**config.mk**
```make
export PLATFORM = sky130hd
export DESIGN_NAME = vid_timing_gen
export DESIGN_NICKNAME = d
export VERILOG_FILES = /design/src/rtl/vtg_pkg.sv /design/src/rtl/vtg_hcount.sv /design/src/rtl/vtg_field_fsm.sv /design/src/rtl/vtg_sync_gen.sv /design/src/rtl/vtg_pixfmt.sv /design/src/rtl/vid_timing_gen.sv
export SDC_FILE = /design/constraint.sdc
export NUM_CORES = 1
export LEC_CHECK = 0
export ABC_AREA = 1
export BUFFER_PORTS_ARGS = -buffer_cell sky130_fd_sc_hd__buf_2
export CAP_MARGIN = 20
export CORE_MARGIN = 2
export CORE_UTILIZATION = 40
export CTS_BUF_LIST = sky130_fd_sc_hd__clkbuf_4 sky130_fd_sc_hd__clkbuf_8
export CTS_CLUSTER_DIAMETER = 150
export DETAILED_ROUTE_END_ITERATION = 7
export SKIP_CTS_REPAIR_TIMING = 1
export SLEW_MARGIN = 10
export SYNTH_ARGS = -nofsm -noshare
export SYNTH_HDL_FRONTEND = slang
export SYNTH_SLANG_ARGS = --single-unit
```
**constraint.sdc**
```tcl
create_clock -name clk -period 6.8 [get_ports clk]
set_input_delay 0.68 -clock clk [delete_from_list [all_inputs] [get_ports clk]]
set_output_delay 0.68 -clock clk [all_outputs]
set_load 0.01 [all_outputs]
```
**src/rtl/vtg_pkg.sv**
```systemverilog
package vtg_pkg;

    typedef enum logic [1:0] {
        ST_OFF    = 2'd0,
        ST_FIELD1 = 2'd1,
        ST_FIELD2 = 2'd2
    } vtg_state_e;

    localparam logic [7:0] Y_BLACK   = 8'h10;
    localparam logic [7:0] C_NEUTRAL = 8'h80;

    // Eight test bars with luma stepping down from white to black.
    function automatic logic [7:0] bar_luma(input logic [2:0] idx);
        unique case (idx)
            3'd0: bar_luma = 8'd180;
            3'd1: bar_luma = 8'd162;
            3'd2: bar_luma = 8'd131;
            3'd3: bar_luma = 8'd112;
            3'd4: bar_luma = 8'd84;
            3'd5: bar_luma = 8'd65;
            3'd6: bar_luma = 8'd35;
            default: bar_luma = 8'd16;
        endcase
    endfunction

    function automatic logic [7:0] bar_cb(input logic [2:0] idx);
        unique case (idx)
            3'd0: bar_cb = 8'd128;
            3'd1: bar_cb = 8'd44;
            3'd2: bar_cb = 8'd156;
            3'd3: bar_cb = 8'd72;
            3'd4: bar_cb = 8'd184;
            3'd5: bar_cb = 8'd100;
            3'd6: bar_cb = 8'd212;
            default: bar_cb = 8'd128;
        endcase
    endfunction

    function automatic logic [7:0] bar_cr(input logic [2:0] idx);
        unique case (idx)
            3'd0: bar_cr = 8'd128;
            3'd1: bar_cr = 8'd142;
            3'd2: bar_cr = 8'd44;
            3'd3: bar_cr = 8'd58;
            3'd4: bar_cr = 8'd198;
            3'd5: bar_cr = 8'd212;
            3'd6: bar_cr = 8'd114;
            default: bar_cr = 8'd128;
        endcase
    endfunction

endpackage

```
**src/rtl/vtg_hcount.sv**
```systemverilog
module vtg_hcount #(
    parameter int HW = 12
) (
    input  logic          clk,
    input  logic          rst_n,
    input  logic          run,
    input  logic [HW-1:0] h_total,
    output logic [HW-1:0] hcnt,
    output logic          line_end
);

    assign line_end = run && (hcnt == h_total);

    always_ff @(posedge clk or negedge rst_n) begin
        if (!rst_n) begin
            hcnt <= '0;
        end else if (!run || line_end) begin
            hcnt <= '0;
        end else begin
            hcnt <= hcnt + 1'b1;
        end
    end


    hcnt_range_chk: assert property (@(posedge clk) disable iff (!rst_n)
        hcnt <= h_total);

endmodule

```
**src/rtl/vtg_field_fsm.sv**
```systemverilog
module vtg_field_fsm
    import vtg_pkg::*;
#(
    parameter int VW = 11
) (
    input  logic          clk,
    input  logic          rst_n,
    input  logic          enable,
    input  logic          interlace,
    input  logic          line_end,
    input  logic [VW-1:0] v_total,
    output logic [VW-1:0] lcnt,
    output logic          field
);

    vtg_state_e state_q, state_d;

    logic [VW:0] n_lines;
    logic [VW:0] f1_len;
    logic [VW:0] f2_len;
    logic [VW:0] last_line;
    logic        field_end;

    assign n_lines   = {1'b0, v_total} + (VW+1)'(1);
    assign f1_len    = interlace ? ((n_lines + (VW+1)'(1)) >> 1) : n_lines;
    assign f2_len    = n_lines >> 1;
    assign last_line = ((state_q == ST_FIELD2) ? f2_len : f1_len) - (VW+1)'(1);
    assign field_end = line_end && ({1'b0, lcnt} == last_line);

    // State register
    always_ff @(posedge clk or negedge rst_n) begin
        if (!rst_n) begin
            state_q <= ST_OFF;
        end else begin
            state_q <= state_d;
        end
    end

    // Next-state logic
    always_comb begin
        state_d = state_q;
        unique case (state_q)
            ST_OFF: begin
                if (enable) begin
                    state_d = (field_end && interlace) ? ST_FIELD2 : ST_FIELD1;
                end
            end
            ST_FIELD1: begin
                if (!enable) begin
                    state_d = ST_OFF;
                end else if (field_end && interlace) begin
                    state_d = ST_FIELD2;
                end
            end
            ST_FIELD2: begin
                if (!enable) begin
                    state_d = ST_OFF;
                end else if (field_end) begin
                    state_d = ST_FIELD1;
                end
            end
            default: state_d = ST_OFF;
        endcase
    end

    // Outputs: line counter within the field, field flag
    always_ff @(posedge clk or negedge rst_n) begin
        if (!rst_n) begin
            lcnt <= '0;
        end else if (!enable || field_end) begin
            lcnt <= '0;
        end else if (line_end) begin
            lcnt <= lcnt + 1'b1;
        end
    end

    assign field = (state_q == ST_FIELD2);


    lcnt_range_chk: assert property (@(posedge clk) disable iff (!rst_n)
        lcnt <= v_total);


    field_hold_chk: assert property (@(posedge clk) disable iff (!rst_n)
        (state_q != ST_OFF && enable && !field_end) |=> (state_q == $past(state_q)));

endmodule

```
**src/rtl/vtg_sync_gen.sv**
```systemverilog
module vtg_sync_gen #(
    parameter int HW = 12,
    parameter int VW = 11,
    parameter int DW = 4
) (
    input  logic          clk,
    input  logic          rst_n,
    input  logic          enable,
    input  logic [HW-1:0] hcnt,
    input  logic [VW-1:0] lcnt,
    input  logic          field,
    input  logic [HW-1:0] h_total,
    input  logic [HW-1:0] h_sync_w,
    input  logic [VW-1:0] v_total,
    input  logic [VW-1:0] v_sync_w,
    input  logic          csync_en,
    input  logic [DW-1:0] hs_dly,
    input  logic [DW-1:0] vs_dly,
    output logic          hsync_n,
    output logic          vsync_n
);

    localparam int DEPTH = 2 ** DW;

    logic [HW:0]      half;
    logic             hs_raw;
    logic             vs_cont;
    logic             vs_f1;
    logic             vs_f2;
    logic             f2_started;
    logic             f2_before_end;
    logic             vs_raw;
    logic             h_comb;
    logic [DEPTH-1:0] hs_line;
    logic [DEPTH-1:0] vs_line;

    assign half          = ({1'b0, h_total} + (HW+1)'(1)) >> 1;
    assign hs_raw        = hcnt < h_sync_w;
    assign vs_cont       = v_sync_w > v_total;
    assign vs_f1         = lcnt < v_sync_w;
    assign f2_started    = (lcnt != '0) || ({1'b0, hcnt} >= half);
    assign f2_before_end = (lcnt < v_sync_w) || ((lcnt == v_sync_w) && ({1'b0, hcnt} < half));
    assign vs_f2         = (v_sync_w != '0) && f2_started && f2_before_end;
    assign vs_raw        = vs_cont || (field ? vs_f2 : vs_f1);
    assign h_comb        = csync_en ? (hs_raw ^ vs_raw) : hs_raw;

    always_ff @(posedge clk or negedge rst_n) begin
        if (!rst_n) begin
            hs_line <= '0;
            vs_line <= '0;
        end else if (!enable) begin
            hs_line <= '0;
            vs_line <= '0;
        end else begin
            hs_line <= {hs_line[DEPTH-2:0], h_comb};
            vs_line <= {vs_line[DEPTH-2:0], vs_raw};
        end
    end

    assign hsync_n = ~hs_line[hs_dly];
    assign vsync_n = ~vs_line[vs_dly];


    vs_continuous_chk: assert property (@(posedge clk) disable iff (!rst_n)
        (enable && (v_sync_w > v_total)) |=> vs_line[0]);

endmodule

```
**src/rtl/vtg_pixfmt.sv**
```systemverilog
module vtg_pixfmt
    import vtg_pkg::*;
#(
    parameter int HW = 12,
    parameter int VW = 11
) (
    input  logic          clk,
    input  logic          rst_n,
    input  logic          enable,
    input  logic [HW-1:0] hcnt,
    input  logic [VW-1:0] lcnt,
    input  logic          field,
    input  logic [HW-1:0] h_act_start,
    input  logic [HW-1:0] h_act_len,
    input  logic [VW-1:0] v_act_start,
    input  logic [VW-1:0] v_act_start_f2,
    input  logic [VW-1:0] v_act_len,
    input  logic          bar_en,
    input  logic [1:0]    order,
    output logic          active_o,
    output logic [7:0]    data_o
);

    localparam int NBARS = 8;
    localparam int TW    = HW + 3;

    logic [HW:0]      h_end;
    logic [VW-1:0]    v_first;
    logic [VW:0]      v_end;
    logic             h_in;
    logic             v_in;
    logic             in_win;
    logic [HW-1:0]    pidx;
    logic [1:0]       phase;
    logic [HW-1:0]    bar_w;
    logic [NBARS-2:0] past_thr;
    logic [2:0]       bar;
    logic [7:0]       y_v, cb_v, cr_v;
    logic             is_luma;
    logic             is_cb;
    logic [7:0]       byte_d;

    assign h_end   = {1'b0, h_act_start} + {1'b0, h_act_len};
    assign v_first = field ? v_act_start_f2 : v_act_start;
    assign v_end   = {1'b0, v_first} + {1'b0, v_act_len};
    assign h_in    = (hcnt >= h_act_start) && ({1'b0, hcnt} < h_end);
    assign v_in    = (lcnt >= v_first) && ({1'b0, lcnt} < v_end);
    assign in_win  = h_in && v_in;

    assign pidx    = hcnt - h_act_start;
    assign phase   = pidx[1:0];
    assign bar_w   = ((h_act_len >> 3) == '0) ? HW'(1) : (h_act_len >> 3);

    // One comparator per bar boundary; the count of passed boundaries is the bar.
    for (genvar k = 1; k < NBARS; k++) begin : g_thr
        logic [TW-1:0] thr;
        assign thr           = {3'b000, bar_w} * TW'(k);
        assign past_thr[k-1] = {3'b000, pidx} >= thr;
    end

    always_comb begin
        bar = '0;
        for (int i = 0; i < NBARS - 1; i++) begin
            bar = bar + {2'b00, past_thr[i]};
        end
    end

    always_comb begin
        if (in_win && bar_en) begin
            y_v  = bar_luma(bar);
            cb_v = bar_cb(bar);
            cr_v = bar_cr(bar);
        end else begin
            y_v  = Y_BLACK;
            cb_v = C_NEUTRAL;
            cr_v = C_NEUTRAL;
        end
    end

    assign is_luma = order[0] ? ~phase[0] : phase[0];
    assign is_cb   = ~(phase[1] ^ order[1] ^ order[0]);
    assign byte_d  = is_luma ? y_v : (is_cb ? cb_v : cr_v);

    always_ff @(posedge clk or negedge rst_n) begin
        if (!rst_n) begin
            active_o <= 1'b0;
            data_o   <= Y_BLACK;
        end else if (!enable) begin
            active_o <= 1'b0;
            data_o   <= Y_BLACK;
        end else begin
            active_o <= in_win;
            data_o   <= byte_d;
        end
    end


    blank_black_chk: assert property (@(posedge clk) disable iff (!rst_n)
        !active_o |-> (data_o == Y_BLACK || data_o == C_NEUTRAL));

endmodule

```
**src/rtl/vid_timing_gen.sv**
```systemverilog
module vid_timing_gen #(
    parameter int HW = 12,
    parameter int VW = 11,
    parameter int DW = 4
) (
    input  logic          clk,
    input  logic          rst_n,
    input  logic          enable,
    input  logic          interlace,
    input  logic [HW-1:0] h_total,
    input  logic [HW-1:0] h_sync_w,
    input  logic [HW-1:0] h_act_start,
    input  logic [HW-1:0] h_act_len,
    input  logic [VW-1:0] v_total,
    input  logic [VW-1:0] v_sync_w,
    input  logic [VW-1:0] v_act_start,
    input  logic [VW-1:0] v_act_start_f2,
    input  logic [VW-1:0] v_act_len,
    input  logic [DW-1:0] hs_dly,
    input  logic [DW-1:0] vs_dly,
    input  logic          bar_en,
    input  logic [1:0]    order,
    input  logic          csync_en,
    output logic          hsync_n,
    output logic          vsync_n,
    output logic          active,
    output logic          field,
    output logic [7:0]    data
);

    logic [HW-1:0] hcnt;
    logic          line_end;
    logic [VW-1:0] lcnt;
    logic          fld;
    logic          field_q;

    vtg_hcount #(.HW(HW)) u_hcount (
        .clk      (clk),
        .rst_n    (rst_n),
        .run      (enable),
        .h_total  (h_total),
        .hcnt     (hcnt),
        .line_end (line_end)
    );

    vtg_field_fsm #(.VW(VW)) u_field (
        .clk       (clk),
        .rst_n     (rst_n),
        .enable    (enable),
        .interlace (interlace),
        .line_end  (line_end),
        .v_total   (v_total),
        .lcnt      (lcnt),
        .field     (fld)
    );

    vtg_sync_gen #(.HW(HW), .VW(VW), .DW(DW)) u_sync (
        .clk      (clk),
        .rst_n    (rst_n),
        .enable   (enable),
        .hcnt     (hcnt),
        .lcnt     (lcnt),
        .field    (fld),
        .h_total  (h_total),
        .h_sync_w (h_sync_w),
        .v_total  (v_total),
        .v_sync_w (v_sync_w),
        .csync_en (csync_en),
        .hs_dly   (hs_dly),
        .vs_dly   (vs_dly),
        .hsync_n  (hsync_n),
        .vsync_n  (vsync_n)
    );

    vtg_pixfmt #(.HW(HW), .VW(VW)) u_pix (
        .clk            (clk),
        .rst_n          (rst_n),
        .enable         (enable),
        .hcnt           (hcnt),
        .lcnt           (lcnt),
        .field          (fld),
        .h_act_start    (h_act_start),
        .h_act_len      (h_act_len),
        .v_act_start    (v_act_start),
        .v_act_start_f2 (v_act_start_f2),
        .v_act_len      (v_act_len),
        .bar_en         (bar_en),
        .order          (order),
        .active_o       (active),
        .data_o         (data)
    );

    always_ff @(posedge clk or negedge rst_n) begin
        if (!rst_n) begin
            field_q <= 1'b0;
        end else if (!enable) begin
            field_q <= 1'b0;
        end else begin
            field_q <= fld;
        end
    end

    assign field = field_q;


    idle_on_disable_chk: assert property (@(posedge clk) disable iff (!rst_n)
        !enable |=> (hsync_n && vsync_n && !active && !field && data == 8'h10));

endmodule

```
# --- Word level (Yosys, flattened, before mapping) ---
# Cells that the tools add are included.
word_totals:
  ff_bits: 67
  out_inout_bits: 12
classes:
  n_addsub: 15
  mul: 4
  n_lt_le_gt_ge: 18
  n_eq_ne: 14
  mux: 34
  bitwise: 6
  n_reduce_logical: 23
ops:
  columns: ["cell", "count"]
  rows:
  - ["case mux 8 bit (6 select lines)", 2]
  - ["case mux 8 bit (7 select lines)", 1]
  - ["two-way mux 8 bit", 6]
  - [">= comparator 12 x 15 -> 1 bit", 3]
  - [">= comparator 12 bit", 3]
  - ["two-way mux 12 bit", 3]
  - ["two-way mux 11 bit", 3]
  - ["two-way mux 16 bit", 2]
  - ["multiplier 12 x 3 -> 15 bit (second input constant)", 2]
  - [">= comparator 12 x 14 -> 1 bit", 2]
  - ["multiplier 12 x 2 -> 14 bit (second input constant)", 2]
  - ["adder 12 x 1 -> 12 bit (second input constant)", 2]
  - ["< comparator 12 bit", 2]
  - ["nonzero test 11 bit", 2]
  - ["adder 3 x 1 -> 3 bit", 5]
  - ["adder 12 x 1 -> 13 bit (second input constant)", 1]
  - ["adder 12 x 12 -> 13 bit", 1]
  - [">= comparator 12 x 13 -> 1 bit", 1]
  - ["< comparator 12 x 13 -> 1 bit", 1]
  - ["adder 11 x 1 -> 12 bit (second input constant)", 1]
  - ["adder 11 x 11 -> 12 bit", 1]
  - ["== test 11 x 12 -> 1 bit", 1]
  - ["== test 12 bit", 1]
  - ["zero test 12 bit", 1]
  - ["other kinds (31)", 65]

# --- Longest topological paths before layout ---
# Gate-level depths: netlist of the first run.
depth:
  ltp_word: 15
  depth_mapped: 39
  ltp_nobuf: 38

# --- Cells and area by module ---
# Synthesis of the first run repeated with hierarchy kept, for this count alone.
hier_totals:
  cells_unflattened: 1798
  hier_area_um2: 11887.7
modules_own_cells:
  columns: ["module", "instances", "cells_each", "area_each_um2"]
  rows:
  - ["vtg_pixfmt", 1, 924, 6160.9]
  - ["vtg_sync_gen", 1, 381, 2837.7]
  - ["vtg_field_fsm", 1, 375, 2064.5]
  - ["vtg_hcount", 1, 115, 792.0]
  - ["vid_timing_gen", 1, 3, 32.5]

# --- Worst setup path after synthesis of the first run ---
# No wires, ideal clock.
synth_timing:
  path_type: "input port to flip-flop"
  startpoint: "input h_act_len[11]"
  endpoint: "register u_pix.data_o[7]"
  arrival_ps: 6230
  t_required_ps: 6679
  path_slack_ps: 449
  cell_stages: 36
  cell_sequence: "clkbuf_1 inv_1 nand2_1 nor2_1 a41oi_1 fa_1 inv_1 ha_1 fa_1 a21oi_1 o21bai_1 a21oi_1 o21bai_1 a21o_1 a21oi_1 xor2_1 ha_1 nand2_1 inv_1 a221o_1 a21oi_1 o21ai_0 inv_1 fa_1 inv_1 ha_1 inv_1 fa_1 ha_1 inv_1 o21ai_0 o21ai_0 a21oi_1 nand2_1 o21ai_0 nor2_1"
synth_between:
  elab_chain_len: 15
  word_cells_on_any_way: 40
synth_rtl:
  columns: ["item", "line", "text"]
  rows:
  - ["start, declared", "vid_timing_gen.sv:13", "input logic [HW-1:0] h_act_len,"]
  - ["zero test 12 bit", "vtg_pixfmt.sv:52", "assign bar_w = ((h_act_len >> 3) == '0) ? HW'(1) : (h_act_len >> 3);"]
  - ["two-way mux 9 bit", "vtg_pixfmt.sv:52", null]
  - ["multiplier 12 x 2 -> 14 bit, or another cell as far along", "vtg_pixfmt.sv:57", "assign thr = {3'b000, bar_w} * TW'(k);"]
  - [">= comparator 12 x 14 -> 1 bit or adder 1 x 1 -> 2 bit (tied branches)", "vtg_pixfmt.sv:58, vtg_pixfmt.sv:64", null]
  - ["adder 3 x 1 -> 3 bit (5 in series)", "vtg_pixfmt.sv:64", "bar = bar + {2'b00, past_thr[i]};"]
  - ["== test 3 bit, or another cell as far along", "vtg_pkg.sv:14, vtg_pkg.sv:27, vtg_pkg.sv:40", null]
  - ["case mux 8 bit (6 select lines) (on tied branches)", "vtg_pkg.sv:27, vtg_pkg.sv:40", null]
  - ["two-way mux 8 bit", "vtg_pixfmt.sv:69", "if (in_win && bar_en) begin"]
  - ["two-way mux 8 bit", "vtg_pixfmt.sv:82", "assign byte_d = is_luma ? y_v : (is_cb ? cb_v : cr_v);"]
  - ["two-way mux 8 bit (*)", "vtg_pixfmt.sv:82", null]
  - ["two-way mux 8 bit (*)", "vtg_pixfmt.sv:88", "end else if (!enable) begin"]
  - ["end signal, assigned", "vtg_pixfmt.sv:93", "data_o <= byte_d;"]
  - ["end, declared", "vtg_pixfmt.sv:21", "output logic [7:0] data_o"]
# Mark *: on every way between the ends. The rest lies on a longest branch, timed or not.
# A chain may end at the register's enable or synchronous reset.

# --- Worst setup path in the final report of the first run ---
# Ends and elaborated chain as after synthesis.

==> results of run 1 <==
worst max-delay path: cells and delay by family:
family | cells | cell delay, ns
adder cells (fa/ha/maj) | 7 | 2.28
AO/OA/AOI/OAI | 13 | 1.97
AND/OR/NAND/NOR | 9 | 1.11
buffers and inverters | 7 | 0.44
XOR/XNOR | 1 | 0.16
worst paths after layout:
| path | start | endpoint | slack, ns | depth (start not counted) |
|---|---|---|---|---|
| worst max-delay path | h_act_len[11] | u_pix.data_o[7] | 0.42 | 37 |
| worst min-delay path | u_sync.vs_line[4] | u_sync.vs_line[5] | 0.46 | 2 |
| worst max register to register | u_hcount.hcnt[0] | u_pix.data_o[7] | 0.58 | 31 |
| worst min register to register | u_sync.vs_line[4] | u_sync.vs_line[5] | 0.46 | 2 |
| max in group asynchronous | rst_n | u_sync.hs_line[15] | 5.71 | 2 |
| min in group asynchronous | rst_n | field | 0.52 | 2 |
cell families (layout without fill, tap and decap cells):
group	after synthesis	after routing	synth area share (%)
AO/OA/AOI/OAI	282	282	14.7
XOR/XNOR	84	84	6.67
adder cells (fa/ha/maj)	235	235	27.8
buffers and inverters	289	437	9.91
flip-flops	67	67	15.2
multiplexers	9	9	0.851
AND/OR/NAND/NOR	597	597	24.8
per-layer routing:
metal | up-vias | routed length (µm) | track usage (%)
li1 | 5488 | - | -
met1 | 4728 | 13600 | 27.4
met2 | 192 | 13100 | 35.1
met3 | 21 | 1290 | 2.26
met4 | 0 | 256 | 3.08
met5 | - | 0 | 0
layout make-up:
class                           instances  share of cell area [%]
Inverter                              265                    8.01
Clock buffer                           10                    1.11
Sequential cell                        67                    13.5
Clock inverter                          6                   0.514
Timing Repair Buffer                  156                    6.81
Tap cell                              341                    3.44
Multi-Input combinational cell       1207                    66.6
power breakdown:
part           leakage, nW  total (W)  internal, W  switching (W)
clock               0.0987   0.000347     0.000179       0.000168
sequential           0.918   0.000429     0.000414      0.0000145
combinational         6.01    0.00142     0.000550       0.000868
per-stage QoR:
| stage | setup TNS, ns | util [%] | hold WS, ns |
|---|---|---|---|
| after floorplan | 0 | - | 0.384 |
| after global routing | 0 | 45.9 | 0.485 |
| after detailed placement | -0.287 | 45.1 | 0.452 |
| final | 0 | 45.9 | 0.463 |
| after global placement | -0.0293 | 45.1 | 0.441 |
| after CTS | 0 | 45.9 | 0.466 |
Yosys cell counts (6+ instances only):
cell | n | area share, %
inv_1 | 259 | 8.8
mux2i_1 | 6 | 0.54
nand2_1 | 309 | 11
xnor2_1 | 26 | 2.1
nor3_1 | 19 | 0.86
o21ai_0 | 84 | 3.8
o21bai_1 | 11 | 0.75
dfrtp_1 | 66 | 15
a21oi_1 | 122 | 5.5
nand2_4 | 6 | 0.61
ha_1 | 217 | 25
o221ai_1 | 8 | 0.64
nor4_1 | 9 | 0.51
nand2_2 | 17 | 0.96
nand3_1 | 87 | 3.9
nand4_1 | 30 | 1.7
nor2_1 | 77 | 2.6
xor2_1 | 58 | 4.6
a21boi_0 | 6 | 0.41
a21o_1 | 9 | 0.61
nor2_4 | 7 | 0.72
or2_2 | 12 | 0.68
fa_1 | 17 | 3.1
clkbuf_1 | 19 | 0.65
nand3_2 | 7 | 0.64
nor2_2 | 7 | 0.40
state kept, by name (all words and copies together) (netlist names):
name	cells
u_sync.hs_line	16
u_sync.vs_line	16
u_hcount.hcnt	12
u_field.lcnt	11
u_pix.data_o	8
u_field.state_q	2
field	1
u_pix.active_o	1
==> results.md, run 1 <==
- Status: finished, final reports clean
- Tightest Hold Check Type: reg -> reg
- Routed Antenna Nets: 0
- RSZ-0062 raised after global routing: no
- Clock transition at path regs: 0.08 ns
- MaxCap Viol Count: 0
- Row count: 60
- Via count of the first global-routing pass: 10000
- Clk buf depth: 2
- Cts bufs inserted: 9
- CP endpoint kind: flip-flop
- Power per cell area: 177 nW/µm²
- Layout area overhead: 12.6%
- DR pass1 iterations: 5
- First-pass GRT wire length: 47700 µm
- Synthesized cell area: 11000 µm²
- Post-route cell area: 12400 µm²
- Total length of routed wires: 28300 µm
- Final Cycle Share: 93.9%
- Register Area: 1680 µm²
- Vias: 10400
- Worst VDD drop: 0.158 mV
- Largest net degree at the start of global routing: 68
- Mean post-synth cell area: 7.05 µm²
- Wire per inst: 13.8 µm
- Placer Congestion: 0.901
- Area after DPL: 12200 µm²
- Slew of the pin with the lowest slew margin: 0.889 ns
- EDFF count, synth: 0
- WP data arrival: 6.63 ns
- Layout cell share with drive strength beyond 1: 14.4%
- Synth Instances: 1563
- WS Path Type: in -> reg
- Most frequent cells in the layout: 309 x nand2_1, 259 x inv_1, 217 x ha_1, 130 x buf_2, 122 x a21oi_1
- Most common cell after layout, fill and taps aside: nand2_1
- Slowest CP cell: fa_1
- Clock Latency Late Sink: 0.37 ns
- Worst setup skew after layout: 0.0139 ns
- Initial DRC count: 600
- Ys async rst share: 100%
- Die height: 170 µm
- Io pins: 131
- Leak Pwr: 7.03 nW
- Post-layout worst setup margin: 0.418 ns
- Fmax: 157 MHz
- Ant diodes: 0
- Tmin final: 6.38 ns
- Post-Syn Nets: 1916
- Clock root cell: clkbuf_8
- Vias per inst: 5.08
- Gr ovfl total: 0
- CP required: 7.05 ns
- Final Non-Filler Cells: 2052
- CTS sink count: 67
- Worst slack, placed: -0.122 ns
- Final Power: 0.00219 W
- Critical path launch point type: primary input
- Final hold violation count: 0
- Fillers: 2826
- Area occupied by multi-input gates: 8270 µm²
- Post-synth cell types: 56
- Initial antenna violation count: 0
- Top_reg_cell synth: dfrtp_1
- Final net count: 2059
- Setup violators final: 0
- Die area: 28900 µm²
- Slew Viols, Final: 0
- CP peak stage delay: 0.50 ns
- Die Span X: 170 µm
- Worst Path Max Fanout: 4
- TritonCTS clock tree: yes
- #FFs+latches synth: 67
- Placed Cells: 2036
- CORE AREA: 27000 µm²
- Port bufs: 130
- Synth warn: 0
- Relative slew slack: 40.7%
- Htree depth: 3
- HPWL after detailed placement: 23600 µm
- Sequential element share of the synthesized area: 15.2%
- Initial core utilization: 40.8%
- DR DRC count: 0
- GRT Overall Usage: 20.2%
(Power assumes the default switching activity.)
==> inputs of run 2 (changes only) <==
- CTS_BUF_LIST: sky130_fd_sc_hd__clkbuf_4 sky130_fd_sc_hd__clkbuf_8 -> sky130_fd_sc_hd__clkbuf_4 sky130_fd_sc_hd__clkbuf_8 sky130_fd_sc_hd__clkbuf_16
==> results.md, run 2 (same netlist as run 1, synthesis figures left out) <==
- Status: finished, final reports clean
- Worst setup skew after layout: 0.0105 ns (-0.00338 ns)
- Power per cell area: 186 nW/µm² (+5.0%)
- Initial antenna violation count: 0 (unchanged)
- CP peak stage delay: 0.50 ns (about the same)
- CORE AREA: 27000 µm² (unchanged)
- CP endpoint kind: flip-flop
- Area occupied by multi-input gates: 8280 µm² (about the same)
- Clock root cell: clkbuf_16
- DR pass1 iterations: 5 (unchanged)
- Die Span X: 170 µm (unchanged)
- Io pins: 131 (unchanged)
- Leak Pwr: 7.07 nW (+0.64%)
- FF-to-FF Start: u_hcount.hcnt[0]
- Hold wc startpoint: u_sync.hs_line[9]
- Register Area: 1680 µm² (unchanged)
- CTS sink count: 67 (unchanged)
- Gr ovfl total: 0 (unchanged)
- Cts bufs inserted: 9 (unchanged)
- Tmin final: 6.36 ns (-0.0253 ns)
- Reg2Reg Setup Slack: 0.61 ns (+0.03 ns)
- Clock Latency Late Sink: 0.34 ns (-0.03 ns)
- First-pass GRT wire length: 47700 µm (about the same)
- Port bufs: 130 (unchanged)
- Die height: 170 µm (unchanged)
- Initial DRC count: 625 (+4.2%)
- Fmax: 157 MHz (+0.40%)
- Ant diodes: 0 (unchanged)
- Initial core utilization: 40.8% (unchanged)
- Relative slew slack: 40.6% (-0.099 points)
- Reg2Reg Depth: 31 (unchanged)
- Hold Path Cell Cnt: 2 (unchanged)
- Total length of routed wires: 28300 µm (+0.23%)
- WP data arrival: 6.58 ns (-0.05 ns)
- Vias: 10400 (+0.019%)
- Final net count: 2059 (unchanged)
- GRT Overall Usage: 20.2% (+0.026 points)
- Hold slack: 0.459 ns (-0.00366 ns)
- Htree depth: 3 (unchanged)
- R2r endpoint: u_pix.data_o[7]
- Via count of the first global-routing pass: 10100 (+0.22%)
- Worst Path Max Fanout: 4 (unchanged)
- Routed Antenna Nets: 0 (unchanged)
- Largest net degree at the start of global routing: 68 (unchanged)
- Final Cycle Share: 93.5% (-0.37 points)
- Placer Congestion: 0.901 (unchanged)
- Worst VDD drop: 0.142 mV (-10%)
- Final hold violation count: 0 (unchanged)
- Hold Path Sink: u_sync.hs_line[10]
- Layout cell share with drive strength beyond 1: 14.5% (+0.12 points)
- Clk buf depth: 2 (unchanged)
- Setup violators final: 0 (unchanged)
- MaxCap Viol Count: 0 (unchanged)
- Row count: 60 (unchanged)
- Die area: 28900 µm² (unchanged)
- Slowest CP cell: fa_1
- Fillers: 2809 (-0.60%)
- Critical path launch point type: primary input
- Post-route cell area: 12500 µm² (+0.87%)
- Clock transition at path regs: 0.06 ns (-0.02 ns)
- DR DRC count: 0 (unchanged)
- Vias per inst: 5.08 (about the same)
- Wire per inst: 13.8 µm (+0.23%)
- Slew Viols, Final: 0 (unchanged)
- HPWL after detailed placement: 23600 µm (unchanged)
- Most common cell after layout, fill and taps aside: nand2_1
- WS Path Type: in -> reg
- RSZ-0062 raised after global routing: no
- TritonCTS clock tree: yes
- Most frequent cells in the layout: 309 x nand2_1, 259 x inv_1, 217 x ha_1, 130 x buf_2, 121 x a21oi_1
- Area after DPL: 12200 µm² (unchanged)
- Biggest regs: u_sync.hs_line (16), u_sync.vs_line (16), u_hcount.hcnt (12)
- Slew of the pin with the lowest slew margin: 0.890 ns (+0.00148 ns)
- Layout area overhead: 13.6%
- Tightest Hold Check Type: reg -> reg
- CP required: 7.02 ns (-0.03 ns)
run 2: changes by cell type in the layout (fill, tap and decap cells not counted):
cell / delta
a21oi_1: -1
a21oi_2: +1
clkbuf_16: +9
clkbuf_8: -9
fa_1: -1
fa_2: +1
run 2: metrics by stage:
stage | setup slack [ns] | utilization (%) | instances | total power [W] | TNS [ns]
finish | 0.443 | 46.3 | 2052 | 0.00232 | 0
global route | 0.0363 | 46.3 | 2052 | 0.00258 | 0
CTS | 0.206 | 46.3 | 2052 | 0.00233 | 0
detailed placement | -0.122 | 45.1 | 2036 | 0.00184 | -0.287
global placement | -0.0293 | 45.1 | 2036 | 0.00180 | -0.0293
floorplan | 0.449 | - | 1563 | 0.00149 | 0
run 2: layout make-up:
type,instances,share of cell area (%)
tap,341,3.41
inverter,265,7.94
clock inverter,6,0.510
multi-input combinational,1207,66.1
timing repair buffer,156,6.75
clock buffer,10,1.91
sequential,67,13.4
run 2: layer usage:
| layer | GRT usage, % | up-vias | share of wire (%) |
|---|---|---|---|
| li1 | - | 5487 | - |
| met1 | 27.3 | 4737 | 49 |
| met2 | 34.9 | 182 | 46 |
| met3 | 2.19 | 25 | 3.9 |
| met4 | 3.98 | 0 | 1.3 |
| met5 | 0 | - | 0 |
run 2: power breakdown:
part	switching, W	internal (W)
logic	0.000871	0.000551
registers	0.0000145	0.000415
clock network	0.000179	0.000294
run 2: critical path, delay by kind of cell:
kind                       cells  cell delay [ns]
adders and majority gates      7             2.25
xor gates and xnor gates       1             0.16
AOI/OAI and AO/OA             13             1.91
buffers and inverters          7             0.44
and+or+nand+nor                9             1.15
run 2: worst max-delay path by stage:
stage / slack, ns / from / to / cells past startpoint
finish: 0.44 / h_act_len[11] / u_pix.data_o[7] / 37
global route: 0.04 / h_act_len[4] / u_pix.data_o[1] / 33
CTS: 0.21 / h_act_len[11] / u_pix.data_o[7] / 36
detailed placement: -0.12 / h_act_len[11] / u_pix.data_o[7] / 36
global placement: -0.03 / h_act_len[11] / u_pix.data_o[7] / 36
floorplan: 0.45 / h_act_len[11] / u_pix.data_o[7] / 36
==> inputs of run 3 (changes only) <==
- ABC_AREA: 1 -> 0
==> results.md, run 3 <==
- Clk buf depth: 2 (unchanged)
- Area contributors post-synth: ha_1 26%, dfrtp_1 16%, xnor2_1 5.3%, inv_1 4.5%, a21oi_1 4.3%
- Hold slack: 0.474 ns (+0.0151 ns)
- Post-Syn Nets: 1600 (-16%)
- Relative slew slack: 18.4% (-22 points)
- Slew Viols, Final: 0 (unchanged)
- Final net count: 1772 (-14%)
- Wire per inst: 15.4 µm (+11%)
- Port bufs: 130 (unchanged)
- Tmin final: 6.67 ns (+0.315 ns)
- Total length of routed wires: 27000 µm (-4.5%)
- Area after DPL: 12100 µm² (-1.1%)
- CP peak stage delay: 0.64 ns (+0.14 ns)
- Biggest regs: u_sync.hs_line (16), u_sync.vs_line (16), u_hcount.hcnt (12)
- Initial DRC count: 397 (-36%)
- WP data arrival: 6.90 ns (+0.32 ns)
- Fmax: 150 MHz (-4.7%)
- Io pins: 131 (unchanged)
- Tightest Hold Check Type: reg -> reg
- Clock Latency Late Sink: 0.34 ns (about the same)
- Top cells by count, synth: 217 x ha_1, 126 x inv_1, 91 x a21oi_1
- Sequential element share of the synthesized area: 15.8% (+0.57 points)
- Final Non-Filler Cells: 1760 (-14%)
- Clock transition at path regs: 0.06 ns (about the same)
- Ys async rst share: 100% (unchanged)
- CTS sink count: 67 (unchanged)
- Final Power: 0.00225 W (-3.3%)
- RSZ-0062 raised after global routing: yes
- Slowest CP cell: fa_2
- Vias per inst: 5.34 (+5.1%)
- Gr ovfl total: 0 (unchanged)
- Row count: 59 (-1.7%)
- Worst VDD drop: 0.135 mV (-5.4%)
- Top_reg_cell synth: dfrtp_1
- Placer Congestion: 0.861 (-4.4%)
- Final hold violation count: 0 (unchanged)
- Htree depth: 3 (unchanged)
- DR pass1 iterations: 5 (unchanged)
- Via count of the first global-routing pass: 9224 (-8.4%)
- WS Path Type: in -> reg
- First-pass GRT wire length: 45100 µm (-5.4%)
- Synthesized cell area: 10600 µm² (-3.6%)
- CP endpoint kind: flip-flop
- Slew of the pin with the lowest slew margin: 1.22 ns (+0.326 ns)
- DR DRC count: 0 (unchanged)
- Die area: 27900 µm² (-3.5%)
- Final Cycle Share: 98.1% (+4.6 points)
- MaxCap Viol Count: 0 (unchanged)
- Yosys top cell by area: ha_1
- Leak Pwr: 6.43 nW (-9.1%)
- Largest net degree at the start of global routing: 68 (unchanged)
- Routed Antenna Nets: 0 (unchanged)
- GRT Overall Usage: 19.4% (-0.76 points)
- Layout area overhead: 18.3%
- HPWL after detailed placement: 22100 µm (-6.6%)
- EDFF count, synth: 0 (unchanged)
- Layout cell share with drive strength beyond 1: 19.6% (+5.1 points)
- Post-synth top area share: 25.6% (+0.93 points)
- Die Span X: 167 µm (-1.8%)
- TritonCTS clock tree: yes
- Met2 GRT Util: 33.5% (-1.4 points)
- Core Util, Final: 48.2% (+1.9 points)
- Initial antenna violation count: 0 (unchanged)
- Vias: 9407 (-9.8%)
- Synth Instances: 1247 (-20%)
- GR Util met1: 26.0% (-1.3 points)
- Most common cell after layout, fill and taps aside: ha_1
- Most frequent cells in the layout: 211 x ha_1, 128 x buf_2, 123 x inv_1, 88 x a21oi_1, 69 x buf_4
- #FFs+latches synth: 67 (unchanged)
- Post-synth cell types: 74 (+32%)
- Setup violators final: 0 (unchanged)
- Post-route cell area: 12600 µm² (+0.37%)
- Initial core utilization: 40.8% (about the same)
- Cts bufs inserted: 9 (unchanged)
- Synth warn: 0 (unchanged)
- Placed Cells: 1741 (-14%)
- Most frequent cell after synthesis: ha_1
- CP required: 7.03 ns (about the same)
- Mean post-synth cell area: 8.52 µm² (+21%)
- Clock root cell: clkbuf_16
- Met3 Usage GRT: 2.28% (+0.095 points)
- Worst setup skew after layout: 0.00928 ns (-0.00126 ns)
- Power per cell area: 179 nW/µm² (-3.7%)
- Critical path launch point type: primary input
- Worst Path Max Fanout: 10 (+6)
- CORE AREA: 26100 µm² (-3.6%)
- Die height: 167 µm (-1.8%)
- GR peak layer: met2
- Status: finished, final reports clean
run 3: cell count changes after synthesis, moves of 38 or more:
cell | previous run | this run
nand2_1 | 309 | 68
inv_1 | 259 | 126
nand3_1 | 87 | 31
xnor2_1 | 26 | 64
o21ai_0 | 84 | 40
a21o_1 | 9 | 47
run 3: worst max-delay path, delay by kind of cell:
family / cells / cell delay (ns)
AOI/OAI and AO/OA: 8 / 1.41
buffers and inverters: 6 / 0.60
adders and majority gates: 11 / 3.65
and+or+nand+nor: 5 / 0.56
run 3: layout make-up:
cell class | instances | area, µm²
Timing Repair Buffer | 201 | 1210
Clock buffer | 11 | 253
Fill cell | 2603 | 13500
Multi-Input combinational cell | 1014 | 8480
Antenna cell | 1 | 2.50
Inverter | 126 | 473
Tap cell | 335 | 419
Clock inverter | 5 | 60.1
Sequential cell | 67 | 1680
run 3: per-layer routing:
layer  vias to the layer above  wire, µm
met5                         -         0
met4                         0       444
met3                        27       885
met2                       165     13000
met1                      4399     12700
li1                       4816         -
run 3: where the power goes:
group	internal, W	switching (W)	leakage [nW]	total (W)
clock	0.000305	0.000181	0.152	0.000486
sequential	0.000405	0.00000364	0.921	0.000408
combinational	0.000639	0.000713	5.36	0.00135
total	0.00135	0.000897	6.43	0.00225
run 3: worst paths after layout:
| check | startpoint | end | slack (ns) | cells past startpoint |
|---|---|---|---|---|
| worst max-delay path | h_act_len[11] | u_pix.data_o[7] | 0.13 | 30 |
| worst min-delay path | u_sync.hs_line[4] | u_sync.hs_line[5] | 0.47 | 1 |
| worst max register to register | u_hcount.hcnt[0] | u_pix.data_o[7] | 0.26 | 33 |
| worst min register to register | u_sync.hs_line[4] | u_sync.hs_line[5] | 0.47 | 1 |
| max in group asynchronous | rst_n | u_pix.active_o | 5.67 | 2 |
| min in group asynchronous | rst_n | field | 0.55 | 2 |
run 3: cell families after synthesis:
logic type	share of synthesized area (%)
buf+inv	6.04
xor+xnor	9.23
compound gates	18.7
mux	3.54
flops	15.8
fa+ha+maj	29.3
simple gates	17.3
run 3: through the flow:
step | worst slack [ns] | TNS [ns]
final | 0.129 | 0
after detailed placement | -0.533 | -3.56
after floorplan | 0.00992 | 0
after CTS | -0.193 | -0.934
after global placement | -0.452 | -2.90
after global routing | -0.167 | -0.873
